==> config.mk <==
export PLATFORM = sky130hd
export DESIGN_NAME = ldst_unit
export DESIGN_NICKNAME = d
export VERILOG_FILES = /design/src/rtl/ldst_pkg.sv /design/src/rtl/ldst_align_chk.sv /design/src/rtl/ldst_lane_unit.sv /design/src/rtl/ldst_qword_ram.sv /design/src/rtl/ldst_unit.sv
export SDC_FILE = /design/constraint.sdc
export NUM_CORES = 2
export LEC_CHECK = 0
export BUFFER_PORTS_ARGS = -buffer_cell sky130_fd_sc_hd__buf_4
export CAP_MARGIN = 20
export CORE_MARGIN = 10
export CORE_UTILIZATION = 30
export DETAILED_ROUTE_END_ITERATION = 6
export PLACE_DENSITY = 0.53
export SLEW_MARGIN = 30
export SYNTH_ARGS = -nofsm -noshare
export SYNTH_HDL_FRONTEND = slang
export SYNTH_SLANG_ARGS = --single-unit
==> constraint.sdc <==
create_clock -name clk -period 6.2 [get_ports clk]
set_input_delay 1.24 -clock clk [delete_from_list [all_inputs] [get_ports clk]]
set_output_delay 1.24 -clock clk [all_outputs]
set_load 0.01 [all_outputs]
==> src/rtl/ldst_pkg.sv <==
package ldst_pkg;
  typedef enum logic [1:0] {SZ_B = 2'd0, SZ_W = 2'd1, SZ_L = 2'd2, SZ_Q = 2'd3} size_e;
  typedef enum logic [1:0] {ST_IDLE, ST_XLAT, ST_EXEC, ST_IO} state_e;

  localparam int          ACC_W       = 4;
  localparam logic [3:0]  ACC_RD      = 4'h1;
  localparam logic [3:0]  ACC_WR      = 4'h2;
  localparam logic [1:0]  CAUSE_ALIGN = 2'd1;

  // low address bits that must be zero for a size
  function automatic logic misaligned(size_e sz, logic [2:0] lo);
    case (sz)
      SZ_W:    return lo[0];
      SZ_L:    return |lo[1:0];
      SZ_Q:    return |lo;
      default: return 1'b0;
    endcase
  endfunction

  function automatic logic [63:0] size_mask(size_e sz);
    case (sz)
      SZ_B:    return 64'h0000_0000_0000_00FF;
      SZ_W:    return 64'h0000_0000_0000_FFFF;
      SZ_L:    return 64'h0000_0000_FFFF_FFFF;
      default: return '1;
    endcase
  endfunction

  // bit offset of the lane inside the 64-bit word
  function automatic logic [5:0] lane_shift(size_e sz, logic [2:0] lo);
    case (sz)
      SZ_B:    return {lo, 3'b000};
      SZ_W:    return {lo[2:1], 4'b0000};
      SZ_L:    return {lo[2], 5'b00000};
      default: return 6'd0;
    endcase
  endfunction

  function automatic logic [63:0] lane_extract(logic [63:0] w, size_e sz, logic [2:0] lo);
    return (w >> lane_shift(sz, lo)) & size_mask(sz);
  endfunction

  function automatic logic [63:0] lane_merge(logic [63:0] old, logic [63:0] d,
                                             size_e sz, logic [2:0] lo);
    logic [63:0] m;
    m = size_mask(sz) << lane_shift(sz, lo);
    return (old & ~m) | ((d & size_mask(sz)) << lane_shift(sz, lo));
  endfunction
endpackage

==> src/rtl/ldst_align_chk.sv <==
module ldst_align_chk
  import ldst_pkg::*;
(
  input  logic       ifetch,
  input  logic [1:0] size_in,
  input  logic [2:0] addr_lo,
  output size_e      eff_size,
  output logic       align_fault
);
  // an instruction fetch is always a longword
  assign eff_size    = ifetch ? SZ_L : size_e'(size_in);
  assign align_fault = misaligned(eff_size, addr_lo);
endmodule

==> src/rtl/ldst_lane_unit.sv <==
module ldst_lane_unit
  import ldst_pkg::*;
(
  input  logic [63:0] word_in,
  input  logic [63:0] wdata,
  input  size_e       size,
  input  logic [2:0]  addr_lo,
  output logic [63:0] rd_lane,
  output logic [63:0] wr_word
);
  assign rd_lane = lane_extract(word_in, size, addr_lo);
  assign wr_word = lane_merge(word_in, wdata, size, addr_lo);
endmodule

==> src/rtl/ldst_qword_ram.sv <==
module ldst_qword_ram #(
  parameter int WORDS = 64,
  localparam int IDX_W = $clog2(WORDS)
) (
  input  logic             clk,
  input  logic             we,
  input  logic [IDX_W-1:0] idx,
  input  logic [63:0]      wword,
  output logic [63:0]      rword
);
  logic [63:0] store [WORDS];

  always_ff @(posedge clk) begin
    if (we) store[idx] <= wword;
  end

  assign rword = store[idx];
endmodule

==> src/rtl/ldst_unit.sv <==
module ldst_unit
  import ldst_pkg::*;
#(
  parameter int VA_W      = 32,
  parameter int PA_W      = 32,
  parameter int MEM_BYTES = 512
) (
  input  logic            clk,
  input  logic            rst_n,
  input  logic            map_en,
  input  logic            priv_mode,
  input  logic            req_valid,
  output logic            req_ready,
  input  logic            req_write,
  input  logic            req_ifetch,
  input  logic [1:0]      req_size,
  input  logic [VA_W-1:0] req_vaddr,
  input  logic [63:0]     req_wdata,
  input  logic            req_acc_ovr,
  input  logic [3:0]      req_acc_code,
  output logic            rsp_valid,
  output logic [63:0]     rsp_rdata,
  output logic            fault_valid,
  output logic [VA_W-1:0] fault_vaddr,
  output logic [1:0]      fault_cause,
  output logic            xlat_valid,
  output logic            xlat_instr,
  output logic [3:0]      xlat_acc,
  output logic [VA_W-1:0] xlat_vaddr,
  input  logic            xlat_ack,
  input  logic [PA_W-1:0] xlat_paddr,
  output logic            io_valid,
  output logic            io_write,
  output logic [1:0]      io_size,
  output logic [PA_W-1:0] io_addr,
  output logic [63:0]     io_wdata,
  input  logic            io_ack,
  input  logic            io_claim,
  input  logic [63:0]     io_rdata
);
  localparam int              WORDS     = MEM_BYTES / 8;
  localparam int              IDX_W     = $clog2(WORDS);
  localparam logic [PA_W-1:0] MEM_LIMIT = PA_W'(MEM_BYTES);

  state_e          state;
  size_e           size_q;
  logic            write_q;
  logic            ifetch_q;
  logic [VA_W-1:0] vaddr_q;
  logic [63:0]     wdata_q;
  logic [3:0]      acc_q;
  logic [PA_W-1:0] pa_q;

  // named internal events
  size_e       eff_size;
  logic        align_fault;
  logic        need_xlat;
  logic [3:0]  acc_sel;
  logic        mem_hit;
  logic        mem_we;
  logic [63:0] ram_word;
  logic [63:0] rd_lane;
  logic [63:0] wr_word;

  ldst_align_chk u_align (
    .ifetch      (req_ifetch),
    .size_in     (req_size),
    .addr_lo     (req_vaddr[2:0]),
    .eff_size    (eff_size),
    .align_fault (align_fault)
  );

  assign need_xlat = req_ifetch ? ~priv_mode : map_en;
  assign acc_sel   = req_acc_ovr ? req_acc_code
                   : ((req_write && !req_ifetch) ? ACC_WR : ACC_RD);
  assign mem_hit   = pa_q < MEM_LIMIT;
  assign mem_we    = (state == ST_EXEC) && mem_hit && write_q;

  ldst_qword_ram #(.WORDS(WORDS)) u_ram (
    .clk   (clk),
    .we    (mem_we),
    .idx   (pa_q[IDX_W+2:3]),
    .wword (wr_word),
    .rword (ram_word)
  );

  ldst_lane_unit u_lane (
    .word_in (ram_word),
    .wdata   (wdata_q),
    .size    (size_q),
    .addr_lo (pa_q[2:0]),
    .rd_lane (rd_lane),
    .wr_word (wr_word)
  );

  assign req_ready  = (state == ST_IDLE);
  assign xlat_valid = (state == ST_XLAT);
  assign xlat_instr = ifetch_q;
  assign xlat_acc   = acc_q;
  assign xlat_vaddr = vaddr_q;
  assign io_valid   = (state == ST_IO);
  assign io_write   = write_q;
  assign io_size    = size_q;
  assign io_addr    = pa_q;
  assign io_wdata   = wdata_q & size_mask(size_q);

  always_ff @(posedge clk or negedge rst_n) begin
    if (!rst_n) begin
      state       <= ST_IDLE;
      size_q      <= SZ_B;
      write_q     <= 1'b0;
      ifetch_q    <= 1'b0;
      vaddr_q     <= '0;
      wdata_q     <= '0;
      acc_q       <= '0;
      pa_q        <= '0;
      rsp_valid   <= 1'b0;
      rsp_rdata   <= '0;
      fault_valid <= 1'b0;
      fault_vaddr <= '0;
      fault_cause <= '0;
    end else begin
      rsp_valid   <= 1'b0;
      fault_valid <= 1'b0;
      case (state)
        ST_IDLE: begin
          if (req_valid) begin
            if (align_fault) begin
              fault_valid <= 1'b1;
              fault_vaddr <= req_vaddr;
              fault_cause <= CAUSE_ALIGN;
            end else begin
              size_q   <= eff_size;
              write_q  <= req_write & ~req_ifetch;
              ifetch_q <= req_ifetch;
              vaddr_q  <= req_vaddr;
              wdata_q  <= req_wdata;
              acc_q    <= acc_sel;
              pa_q     <= PA_W'(req_vaddr);
              state    <= need_xlat ? ST_XLAT : ST_EXEC;
            end
          end
        end
        ST_XLAT: begin
          if (xlat_ack) begin
            pa_q  <= xlat_paddr;
            state <= ST_EXEC;
          end
        end
        ST_EXEC: begin
          if (mem_hit) begin
            rsp_valid <= 1'b1;
            rsp_rdata <= write_q ? '0 : rd_lane;
            state     <= ST_IDLE;
          end else begin
            state <= ST_IO;
          end
        end
        ST_IO: begin
          if (io_ack) begin
            rsp_valid <= 1'b1;
            rsp_rdata <= (!write_q && io_claim) ? (io_rdata & size_mask(size_q)) : '0;
            state     <= ST_IDLE;
          end
        end
        default: state <= ST_IDLE;
      endcase
    end
  end
endmodule

Yosys cells after proc, flatten, opt, wreduce, memory -nomap -nowiden
Memories as Yosys holds them, arrays and structs flattened.
Index checks and enable logic that the tools add are counted.
{"block": "classes", "eq_ne": 13, "mux": 33, "bitwise_logic": 10, "order_cmp": 1, "n_reduce_logical": 17, "n_shift": 3}
{"cell": "2-to-1 mux 64 bit", "count": 6}
{"cell": "AND 64 bit", "count": 4}
{"cell": "one-hot mux 64 bit (3 select lines)", "count": 1}
{"cell": "one-hot mux 64 bit (2 select lines)", "count": 1}
{"cell": "left shift 64 x 6 -> 64 bit", "count": 2}
{"cell": "2-to-1 mux 32 bit", "count": 3}
{"cell": "inverter 64 bit", "count": 1}
{"cell": "OR 64 bit", "count": 1}
{"cell": "one-hot mux 32 bit (2 select lines)", "count": 1}
{"cell": "right shift 64 x 6 -> 64 bit", "count": 1}
{"cell": "< comparator 32 x 10 -> 1 bit (second input constant)", "count": 1}
{"cell": "one-hot mux 6 bit (3 select lines)", "count": 1}
{"cell": "2-to-1 mux 2 bit", "count": 8}
{"cell": "equality test 2 bit (second input constant)", "count": 5}
{"cell": "AND reduction 3 bit", "count": 3}
{"cell": "2-to-1 mux 1 bit", "count": 8}
{"cell": "one-hot mux 2 bit (4 select lines)", "count": 1}
{"cell": "AND reduction 4 bit", "count": 2}
{"cell": "equality test 2 x 1 -> 1 bit (second input constant)", "count": 3}
{"cell": "!= test 2 bit (second input constant)", "count": 3}
{"cell": "logical AND 1 bit", "count": 4}
{"cell": "zero test 2 bit", "count": 2}
{"cell": "2-to-1 mux 4 bit", "count": 1}
{"cell": "!= test 2 x 1 -> 1 bit (second input constant)", "count": 2}
{"cell": "other kinds (8)", "count": 12}
{"block": "totals", "regBits": 237, "out_inout_bits": 239, "ramBits": 4096, "mem_count": 1}
{"memory": "u_ram.store", "depth": 64, "width": 64, "read_ports": 1, "rd_clocked_by_memory_dff": 0, "wr": 1, "line": "ldst_qword_ram.sv:11", "text": "logic [63:0] store [WORDS];"}

Longest topological paths before layout
{"block": "depth", "ltp_word": 8, "mapped_depth": 16, "mapped_depth_nobuf": 9}

By module
A second synthesis with hierarchy kept.
{"block": "unflattened", "hier_cells": 10078, "area_unflattened_um2": 167868.5}
{"mod": "ldst_qword_ram", "instances": 1, "cells_each": 8555, "seq_area_each_um2": 122998.0, "area_per_inst_um2": 154171.6}
{"mod": "ldst_unit", "instances": 1, "cells_each": 1024, "seq_area_each_um2": 5930.7, "area_per_inst_um2": 10487.6}
{"mod": "ldst_lane_unit", "instances": 1, "cells_each": 491, "seq_area_each_um2": 0.0, "area_per_inst_um2": 3159.3}
{"mod": "ldst_align_chk", "instances": 1, "cells_each": 8, "seq_area_each_um2": 0.0, "area_per_inst_um2": 50.0}

Worst setup path before layout
No wires, ideal clock.
{"block": "synth_timing", "kind": "register -> register", "from": "register pa_q[3], in the netlist io_addr[3]", "to": "memory u_ram.store[0][32], data pin", "setup_slack_ns": 0.843, "arrival_ns": 4.655, "stages_incl_launch_ff": 10, "n_path_buf": 4, "t_required_ns": 5.498, "synth_period_minus_slack_ns": 5.357, "cell_sequence": "dfrtp_1 > buf_6 > buf_8 > nor3_2 > buf_2 > buf_1 > a22oi_1 > a41oi_1 > o221ai_1 > o21ai_0"}
{"block": "synth_between", "elab_chain_cells": 3}
{"item": "from (decl)", "line": "ldst_unit.sv:52", "text": "logic [PA_W-1:0] pa_q;"}
{"item": "from (signal assigned)", "line": "ldst_unit.sv:139", "text": "pa_q <= PA_W'(req_vaddr);"}
{"item": "from (signal assigned)", "line": "ldst_unit.sv:146", "text": "pa_q <= xlat_paddr;"}
{"item": "memory (64 x 64 bit)"}
{"item": "AND 64 bit", "line": "ldst_pkg.sv:47", "text": "return (old & ~m) | ((d & size_mask(sz)) << lane_shift(sz, lo));"}
{"item": "OR 64 bit", "line": "ldst_pkg.sv:47"}
{"item": "via u_lane.wr_word[32]", "line": "ldst_lane_unit.sv:9", "text": "output logic [63:0] wr_word"}
{"item": "to (decl)", "line": "ldst_qword_ram.sv:11"}
The timed path passes the listed nets, and every way through them passes these cells.

Worst setup path in the final report
{"block": "layout_timing", "from": "register pa_q[5], in the netlist io_addr[5]", "to": "memory u_ram.store[40][53], data pin"}
Same word-level chain as after synthesis.

==> reports/summary.log <==
[timing] final critical delay including setup and external delays 5.56 ns
[clock_tree] clock buffer depth 4
[yosys] ranking of synthesized cells by instance count edfxtp_1 (4096), mux4_2 (441), a22oi_1 (432)
[timing] final-layout setup total negative slack 0 ns
[clock_tree] # hold bufs at CTS 0
[power_and_ir_drop] power per unit of standard cell area 598 mW/mm²
[yosys] syn_area_per_cell 18.7 µm²
[timing] unrepaired setup endpoints after global routing false
[yosys] cell types with the largest area share after synthesis edfxtp_1 (73%), mux4_2 (5.9%), dfrtp_1 (3.5%)
[global_routing] initial antenna violation count 62
[detailed_routing] DR vias/cell 5.94
[detailed_routing] post-detailed-route count of antenna-violating nets 0
[place] RD Place Congestion 0.958
[power_and_ir_drop] leakage power figure 0.0638 µW
[timing] Final Hold Slack 0.308 ns
[clock_tree] number of levels in the clock H-tree 5
[yosys] biggest area consumer among synthesized cells edfxtp_1
[detailed_routing] remaining routing DRC violations 0
[timing] hold violation total from the final report 0
[timing] Worst Skew 0.137 ns
[detailed_routing] average routed wire per standard cell 40.9 µm
[floorplan] height of the chip 767 µm
[cells_and_area] Total Nets Final 10.0k
[floorplan] I/O Pins 448
[timing] Final Max Tran Viols 0
[yosys] Mapped Cells 8979
[clock_tree] number of buffers added by the clock tree synthesis step 427
[place] count of input and output buffers 446
[yosys] Yosys top cell area share 73.4%
[yosys] count of flip-flops with a built-in enable after synthesis 4096
[yosys] most used flip-flop cell after synthesis edfxtp_1
[critical_path] startpoint kind of the worst setup timing path register
[detailed_routing] total number of vias 105k
[floorplan] area enclosed by the die boundary 0.589 mm²
[global_routing] largest net degree at the start of global routing 117
[critical_path] Worst setup EP type register
[flow_run] Max-cap violations 0
[detailed_routing] Detailed Route Iter0 Violations 18.7k
[floorplan] overall die width 767 µm
[yosys] fraction of registers with async set or reset after synthesis 5.47%
[timing] Setup violations, final 0
[timing] Max Clock Freq 180 MHz
[detailed_routing] routed wire length 722 mm
[clock_tree] clock transition at the register clock pins on the worst setup and hold paths after CTS 0.06 ns
[yosys] number of unique standard cell types used by synthesis 92
[detailed_routing] router iterations before antenna repair 6
[yosys] post-synthesis instance area 0.167 mm²
[clock_tree] clock sink total 4333
[timing] slew at the pin with the worst max-slew slack 1.16 ns
[clock_tree] setup fix buffers added after clock tree synthesis 0
[critical_path] required time at the worst-slack endpoint 6.91 ns
[global_routing] wire length of the first global-routing pass 947 mm
[power_and_ir_drop] Peak supply drop 0.000979 V
[clock_tree] insertion delay of the later-clocked pin in the worst-skew pair 1.07 ns
[floorplan] Placement Rows 274
[critical_path] kind of critical path register to register
[yosys] net count after synthesis 9188
[clock_tree] CTS tree yes
[critical_path] largest fanout of any net on the critical path 64
[global_routing] global router's overall resource usage 23.4%
[place] post-detail-place hpwl 430 mm
[clock_tree] count of cells resized by post-cts repair 0
[cells_and_area] synthesis-to-finish area growth 19.0%
[floorplan] initial core utilization 30.1%
[yosys] Yosys warning total 0
[global_routing] number of global-route vias before repair 99.2k
[global_routing] total congestion overflow after global routing 0
[outcome] run status finished, final reports clean
[timing] worst slew margin relative to its limit 22.9%
[cells_and_area] fraction of layout cells with a size suffix above 1 25.0%
[critical_path] arrival time at the worst endpoint 6.27 ns
[timing] final cycle utilization of the critical path 89.7%
[yosys] sequential cell area fraction in the yosys report 77.0%
[clock_tree] clock root buffer clkbuf_16
[yosys] cell with the most instances after synthesis edfxtp_1
[floorplan] core area 0.557 mm²
[min_path] type of the most critical hold path input pin to asynchronous set/reset pin
[yosys] number of flip-flops and latches in the synthesized netlist 4333
==> power breakdown <==
part	internal, µW	leakage [µW]	total (µW)	switching [µW]
combinational	12000	0.0170	46300	34400
clock	14800	0.00678	26400	11600
sequential	45200	0.0400	46500	1260
==> layout by cell type (no fill, tap or decap), types with 46 or more instances in the layout <==
cell type and instances:
edfxtp_1 4096, buf_4 839, mux4_2 441, clkbuf_16 434
a22oi_1 431, mux2i_1 397, a221oi_1 395, nand2_1 311
a21oi_1 242, nor2_1 239, dfrtp_1 231, mux2_2 199
o21ai_0 193, buf_12 175, o22ai_1 170, clkbuf_1 95
clkinv_2 86, clkinv_1 81, nor2_4 72, a22o_1 70
nor3_1 58, nand3_1 51, bufinv_16 46
==> cell families (layout without fill, tap and decap cells) <==
| kind of cell | Yosys count | in the layout | share of synthesized area (%) |
|---|---|---|---|
| flops | 4333 | 4333 | 77.0 |
| simple gates | 1036 | 1036 | 2.95 |
| other cells | 1 | 29 | 0.00224 |
| buf+inv | 652 | 1850 | 2.10 |
| mux | 1039 | 1039 | 9.65 |
| compound gates | 1918 | 1918 | 8.32 |
==> registers in the layout, indices dropped and copies added, names as in the netlist, 4 cells and up <==
name,count
xlat_vaddr,32
fault_vaddr,32
xlat_acc,4
io_addr,32
rsp_rdata,64
wdata_q,64
u_ram.store,4096
==> routing by layer <==
layer	share of wire (%)	GRT usage (%)
met1	37	30.2
met2	45	36.2
met3	13	6.87
met4	5.9	11.5
met5	0.032	0
==> stage by stage <==
stage	total power, µW	instance area (µm²)	setup WS (ns)	util, %	cells
detailed placement	91900	185000	0.803	33.3	16839
finish	119000	199000	0.639	35.8	17657
global placement	90500	185000	0.712	33.2	16823
floorplan	68400	167000	0.843	-	8979
global route	122000	199000	0.534	35.8	17636
CTS	118000	199000	0.884	35.8	17627
==> critical path, stage by stage (launching register included) <==
cell and delay [ns]:
dfrtp_4 1.03, buf_4 0.40, buf_12 0.38, buf_4 0.39
mux4_2 0.36, mux2i_1 0.33, nor3_1 0.10, a221oi_2 0.22
o21ai_1 0.14, a221oi_2 0.72, buf_4 0.35, o221ai_4 0.23
buf_4 0.41
==> cell type report <==
class,count,area (µm²)
well taps,7452,9320
diodes,28,70.1
repair buffers,1028,10100
clock buffers,531,11200
clock inverters,257,2690
fillers,51745,357000
flip-flops and latches,4333,129000
inverters,34,143
multi-input cells,3994,36700
==> final timing paths <==
check,startpoint,to,slack (ns),cells after the start
worst max-delay path,io_addr[5],u_ram.store[40][53],0.64,12
worst min-delay path,rst_n,xlat_vaddr[8],0.31,1
worst max register to register,io_addr[5],u_ram.store[40][53],0.64,12
worst min register to register,rsp_rdata[44],rsp_rdata[44],0.49,2
max in group asynchronous,rst_n,io_addr[29],4.42,2
min in group clk,req_wdata[53],wdata_q[53],0.40,2
(Power assumes the default switching activity.)
